--- src/rtl/isa_wait_pkg.sv ---
package isa_wait_pkg;

    typedef enum logic [1:0] {
        ST_IDLE = 2'd0,
        ST_CMD  = 2'd1,
        ST_DONE = 2'd2
    } phase_t;

    typedef struct packed {
        logic mem;   // 1: memory cycle
        logic wr;    // 1: write
        logic wide;  // 1: 16-bit slave
        logic low;   // 1: address in first megabyte
    } xfer_t;

    function automatic int imax(int a, int b);
        return (a > b) ? a : b;
    endfunction

endpackage

--- src/rtl/isa_addr_qual.sv ---
module isa_addr_qual #(
    parameter int ADDR_W   = 24,
    parameter int LOW_BITS = 20
) (
    input  logic [ADDR_W-1:0] addr,
    output logic              below
);
    generate
        if (ADDR_W <= LOW_BITS) begin : g_all_low
            logic unused_addr;
            assign unused_addr = ^addr;
            assign below       = 1'b1;
        end else begin : g_cmp
            logic unused_low;
            assign unused_low = ^addr[LOW_BITS-1:0];
            assign below      = (addr[ADDR_W-1:LOW_BITS] == '0);
        end
    endgenerate
endmodule

--- src/rtl/isa_len_sel.sv ---
module isa_len_sel #(
    parameter int CNT_W      = 3,
    parameter int LEN_MEM16  = 3,
    parameter int LEN_MEM8   = 6,
    parameter int LEN_IO8    = 6,
    parameter int LEN_IO16   = 6,
    parameter int ZW_MEM16   = 2,
    parameter int ZW_NARROW  = 3
) (
    input  logic             is_mem,
    input  logic             is_wide,
    output logic [CNT_W-1:0] full_len,
    output logic [CNT_W-1:0] zw_len,
    output logic             zw_ok
);
    always_comb begin
        unique case ({is_mem, is_wide})
            2'b11: begin
                full_len = CNT_W'(LEN_MEM16);
                zw_len   = CNT_W'(ZW_MEM16);
            end
            2'b10: begin
                full_len = CNT_W'(LEN_MEM8);
                zw_len   = CNT_W'(ZW_NARROW);
            end
            2'b01: begin
                full_len = CNT_W'(LEN_IO16);
                zw_len   = CNT_W'(LEN_IO16);
            end
            default: begin
                full_len = CNT_W'(LEN_IO8);
                zw_len   = CNT_W'(ZW_NARROW);
            end
        endcase
        // 16-bit I/O never takes the shortened path
        zw_ok = is_mem || !is_wide;
    end
endmodule

--- src/rtl/isa_cmd_cnt.sv ---
module isa_cmd_cnt #(
    parameter int CNT_W = 3
) (
    input  logic             clk,
    input  logic             rst_n,
    input  logic             clear,
    input  logic             step,
    output logic [CNT_W-1:0] cnt
);
    always_ff @(posedge clk or negedge rst_n) begin
        if (!rst_n) begin
            cnt <= '0;
        end else if (clear) begin
            cnt <= CNT_W'(1);
        end else if (step && (cnt != '1)) begin
            cnt <= cnt + CNT_W'(1);
        end
    end
endmodule

--- src/rtl/isa_cmd_timer.sv ---
module isa_cmd_timer
    import isa_wait_pkg::*;
#(
    parameter int ADDR_W     = 24,
    parameter int LOW_BITS   = 20,
    parameter int LEN_MEM16  = 3,
    parameter int LEN_MEM8   = 6,
    parameter int LEN_IO8    = 6,
    parameter int LEN_IO16   = 6,
    parameter int ZW_MEM16   = 2,
    parameter int ZW_NARROW  = 3
) (
    input  logic              clk,
    input  logic              rst_n,
    input  logic              start,
    input  logic              is_mem,
    input  logic              is_wr,
    input  logic              memcs16_n,
    input  logic              iocs16_n,
    input  logic [ADDR_W-1:0] addr,
    input  logic              iochrdy,
    input  logic              zerows_n,
    output logic              ior_n,
    output logic              iow_n,
    output logic              memr_n,
    output logic              memw_n,
    output logic              smemr_n,
    output logic              smemw_n,
    output logic              done
);
    localparam int MAX_LEN = imax(imax(LEN_MEM16, LEN_MEM8), imax(LEN_IO8, LEN_IO16));
    localparam int CNT_W   = imax(2, $clog2(MAX_LEN + 1));

    phase_t           state_q, state_d;
    xfer_t            xfer_q;
    logic [CNT_W-1:0] cnt, full_len, zw_len;
    logic             zw_ok, below, load, end_now;

    isa_addr_qual #(.ADDR_W(ADDR_W), .LOW_BITS(LOW_BITS)) u_qual (
        .addr  (addr),
        .below (below)
    );

    assign load = (state_q == ST_IDLE) && start;

    always_ff @(posedge clk or negedge rst_n) begin
        if (!rst_n) begin
            xfer_q <= '0;
        end else if (load) begin
            xfer_q.mem  <= is_mem;
            xfer_q.wr   <= is_wr;
            xfer_q.wide <= is_mem ? !memcs16_n : !iocs16_n;
            xfer_q.low  <= below;
        end
    end

    isa_len_sel #(
        .CNT_W(CNT_W), .LEN_MEM16(LEN_MEM16), .LEN_MEM8(LEN_MEM8),
        .LEN_IO8(LEN_IO8), .LEN_IO16(LEN_IO16),
        .ZW_MEM16(ZW_MEM16), .ZW_NARROW(ZW_NARROW)
    ) u_len (
        .is_mem   (xfer_q.mem),
        .is_wide  (xfer_q.wide),
        .full_len (full_len),
        .zw_len   (zw_len),
        .zw_ok    (zw_ok)
    );

    isa_cmd_cnt #(.CNT_W(CNT_W)) u_cnt (
        .clk   (clk),
        .rst_n (rst_n),
        .clear (load),
        .step  (state_q == ST_CMD),
        .cnt   (cnt)
    );

    // Ready low overrides any zero-wait request on the same edge
    assign end_now = iochrdy &&
                     ((cnt >= full_len) || (zw_ok && !zerows_n && (cnt >= zw_len)));

    always_ff @(posedge clk or negedge rst_n) begin
        if (!rst_n) state_q <= ST_IDLE;
        else        state_q <= state_d;
    end

    always_comb begin
        state_d = state_q;
        unique case (state_q)
            ST_IDLE: if (start)   state_d = ST_CMD;
            ST_CMD:  if (end_now) state_d = ST_DONE;
            ST_DONE:              state_d = ST_IDLE;
            default:              state_d = ST_IDLE;
        endcase
    end

    always_comb begin
        ior_n   = 1'b1;
        iow_n   = 1'b1;
        memr_n  = 1'b1;
        memw_n  = 1'b1;
        smemr_n = 1'b1;
        smemw_n = 1'b1;
        done    = 1'b0;
        unique case (state_q)
            ST_CMD: begin
                ior_n   = !(!xfer_q.mem && !xfer_q.wr);
                iow_n   = !(!xfer_q.mem &&  xfer_q.wr);
                memr_n  = !( xfer_q.mem && !xfer_q.wr);
                memw_n  = !( xfer_q.mem &&  xfer_q.wr);
                smemr_n = !( xfer_q.mem && !xfer_q.wr && xfer_q.low && (cnt >= CNT_W'(2)));
                smemw_n = !( xfer_q.mem &&  xfer_q.wr && xfer_q.low && (cnt >= CNT_W'(2)));
            end
            ST_DONE: done = 1'b1;
            default: ;
        endcase
    end
endmodule

--- config.mk ---
export PLATFORM = sky130hd
export DESIGN_NAME = isa_cmd_timer
export DESIGN_NICKNAME = d
export VERILOG_FILES = /design/src/rtl/isa_wait_pkg.sv /design/src/rtl/isa_addr_qual.sv /design/src/rtl/isa_len_sel.sv /design/src/rtl/isa_cmd_cnt.sv /design/src/rtl/isa_cmd_timer.sv
export SDC_FILE = /design/constraint.sdc
export NUM_CORES = 1
export LEC_CHECK = 0
export CAP_MARGIN = 40
export CORE_AREA = 2 2 39 41
export CTS_CLUSTER_SIZE = 8
export DETAILED_ROUTE_END_ITERATION = 10
export DIE_AREA = 0 0 41 43
export DONT_BUFFER_PORTS = 1
export HOLD_SLACK_MARGIN = 0.06
export PLACE_DENSITY = 0.7
export SYNTH_ARGS = -nofsm -noshare
export SYNTH_HDL_FRONTEND = slang
export SYNTH_SLANG_ARGS = --single-unit
--- constraint.sdc ---
create_clock -name clk -period 2.2 [get_ports clk]
set_clock_uncertainty 0.15 [all_clocks]
set_input_delay 0.44 -clock clk [delete_from_list [all_inputs] [get_ports clk]]
set_output_delay 0.44 -clock clk [all_outputs]
set_load 0.03 [all_outputs]
==> impl_metrics.json <==
{
  "grt_antenna_before_repair": 0,
  "start_util_pct": 44.4,
  "slowest_delay_ps": 440,
  "p_per_area_nw_per_um2": 1580,
  "place_congestion": 0.770,
  "min_from": "iochrdy",
  "peakVddDrop_mv": 0.693,
  "cp_top_family": "flip-flops",
  "cts_tree": "yes",
  "die_x_um": 41,
  "post-place-ws_ps": 335,
  "synth_top_cell_area_share_pct": 36.7,
  "worst-setup-path-type": "reg2out",
  "nets": 102,
  "whs_ps": 156,
  "clk_pin_slew_ps": 60,
  "post_dp_cell_area_um2": 627,
  "startpoint_type": "flip-flop",
  "core_um2": 1380,
  "yosysSeqAreaShare_pct": 36.7,
  "r2r-end": "state_q[1]",
  "synth_warnings": 0,
  "synth_edf_count": 0,
  "clock.fmax_ghz": 0.484,
  "wl_um": 1060,
  "fin_setup_tns_ps": 0,
  "avgSynthCellArea_um2": 10.8,
  "ys_top_cells_by_area": "dfrtp_1 37%, ha_1 14%, mux2_4 4.9%",
  "fin_cells": 77,
  "yosys.area.top_type": "dfrtp_1",
  "status": "finished clean",
  "synth_fp_nets": 97,
  "via_per_inst": 5.73,
  "drc": 0,
  "n_antenna_cell": 0,
  "clock_sinks": 9,
  "final_hold_viol_count": 0,
  "drtPass1Iterations": 2,
  "min_period_ps": 2060,
  "end_kind": "primary output",
  "cts-root-buf": "clkbuf_4",
  "dp_hpwl_um": 856,
  "grt_pass1_wl_um": 1790,
  "arrival_ps": 1470,
  "grt_pass1_vias": 430,
  "cp.required_ps": 1610,
  "cap_violations": 0,
  "r2r_setup_slack_ps": 350,
  "drive_gt1_share_pct": 19.7,
  "hold_end": "state_q[0]",
  "hp-class": "in2reg",
  "synth.ff_latch_count": 9,
  "critical_path_buf_inv_count": 0,
  "post-route-util_pct": 47.9,
  "tightestPinTransition_ps": 569,
  "synth_cells": 57,
  "insertion_delay_ps": 260,
  "timing.final.crit_share_pct": 93.8,
  "grt_max_degree": 10,
  "hold_depth": 1,
  "vias": 441,
  "grtUsageTotal_pct": 15.9,
  "drt_iter0_drc": 2,
  "clockBufferDepth": 2,
  "r2r_cells": 6,
  "num-fill-cells": 146,
  "timing.final.ws_setup_ps": 135,
  "crit_chain": "ha_1, o31a_1, nand4_1",
  "port_buffers": 0,
  "synthDistinctLibCells": 34,
  "die_h_um": 43,
  "post_cts_buffers": 0,
  "setup_viol": 0,
  "timing.rr.start": "xfer_q[3]",
  "synthFlopType": "dfrtp_1",
  "htree_num_levels": 1,
  "grt_overflow": 0,
  "slew_headroom_pct": 62.0,
  "finalInstanceArea_um2": 663,
  "fin_total_pwr_mw": 1.05,
  "area_growth_pct": 7.94,
  "slew_viol_final": 0,
  "die_area_um2": 1760,
  "path_max_fanout": 6,
  "syn_area_um2": 614,
  "dp_cells": 72,
  "critical_path.slowest_cell": "dfrtp_1",
  "rsz0062_at_grt": "no",
  "synthArstFlopShare_pct": 100,
  "rows": 14,
  "ant_nets": 0,
  "leakage_nw": 0.303,
  "cts_made_buffers": 3,
  "wire_per_inst_um": 13.7,
  "ios": 40
}
## per-layer routing
layer  global-route usage, %  up-vias  part of all wire (%)
met2                    23.1       14                    51
met4                    10.0        0                  0.38
met3                    4.71        2                   7.1
met5                       0        -                     0
met1                    19.4      209                    42
li1                        -      216                     -
## flip-flops by register name, indices dropped and copies added, names as in the netlist
register,cells
xfer_q,4
state_q,2
u_cnt.cnt,3
## how the worst max path moves through the flow
stage	from	to	slack, ps	cells after the start
floorplan	u_cnt.cnt[0]	smemw_n	430	4
global placement	u_cnt.cnt[0]	smemw_n	360	4
detailed placement	u_cnt.cnt[0]	smemw_n	330	4
CTS	u_cnt.cnt[0]	smemw_n	40	4
global route	u_cnt.cnt[0]	smemw_n	40	4
finish	u_cnt.cnt[1]	smemw_n	140	3
## what timing repair did
action / CTS / global route
resized for setup: 0 / 1
setup endpoints to repair: 0 / 2
hold buffers: 1 / 0
hold endpoints to repair: 9 / 0
## cell usage after synthesis (2+ instances only)
cell / count
a31oi_1: 2
dfrtp_1: 9
ha_1: 7
inv_1: 3
mux2_4: 2
nand2_1: 3
nand2b_1: 2
nor2_1: 2
nor2_4: 2
## power breakdown
group / switching, mW / leakage [nW] / internal (mW) / total, mW
combinational: 0.323 / 0.178 / 0.249 / 0.572
clock: 0.0585 / 0.0150 / 0.0700 / 0.128
sequential: 0.104 / 0.111 / 0.244 / 0.348
total: 0.485 / 0.303 / 0.563 / 1.05
## cell type report
cell class | instances | area (um^2) | area share (%)
inverter | 3 | 11.3 | 1.70
multi-input combinational | 44 | 370 | 55.8
clock buffer | 4 | 26.3 | 3.96
sequential | 9 | 225 | 34.0
timing repair buffer | 1 | 10.0 | 1.51
tap | 16 | 20.0 | 3.02
## cells by family (layout without fill, tap and decap cells)
| family | after synthesis | count (layout) | share of synthesized area (%) |
|---|---|---|---|
| and+or+nand+nor | 22 | 22 | 24.6 |
| AOI/OAI and AO/OA | 11 | 11 | 13.0 |
| DFF | 9 | 9 | 36.7 |
| adders and majority gates | 7 | 7 | 14.3 |
| muxes | 4 | 4 | 8.35 |
| buffers and inverters | 4 | 8 | 3.06 |
## layout by cell type (no fill, tap or decap), types with 2 or more instances in the layout
cell type and instances:
dfrtp_1 9, ha_1 7, nand2_1 3, clkbuf_4 3
inv_1 2, nor2_1 2, nor2_4 2, nand2b_1 2
a31oi_1 2, mux2_4 2
No activity file was read; power rests on OpenSTA's default activity.
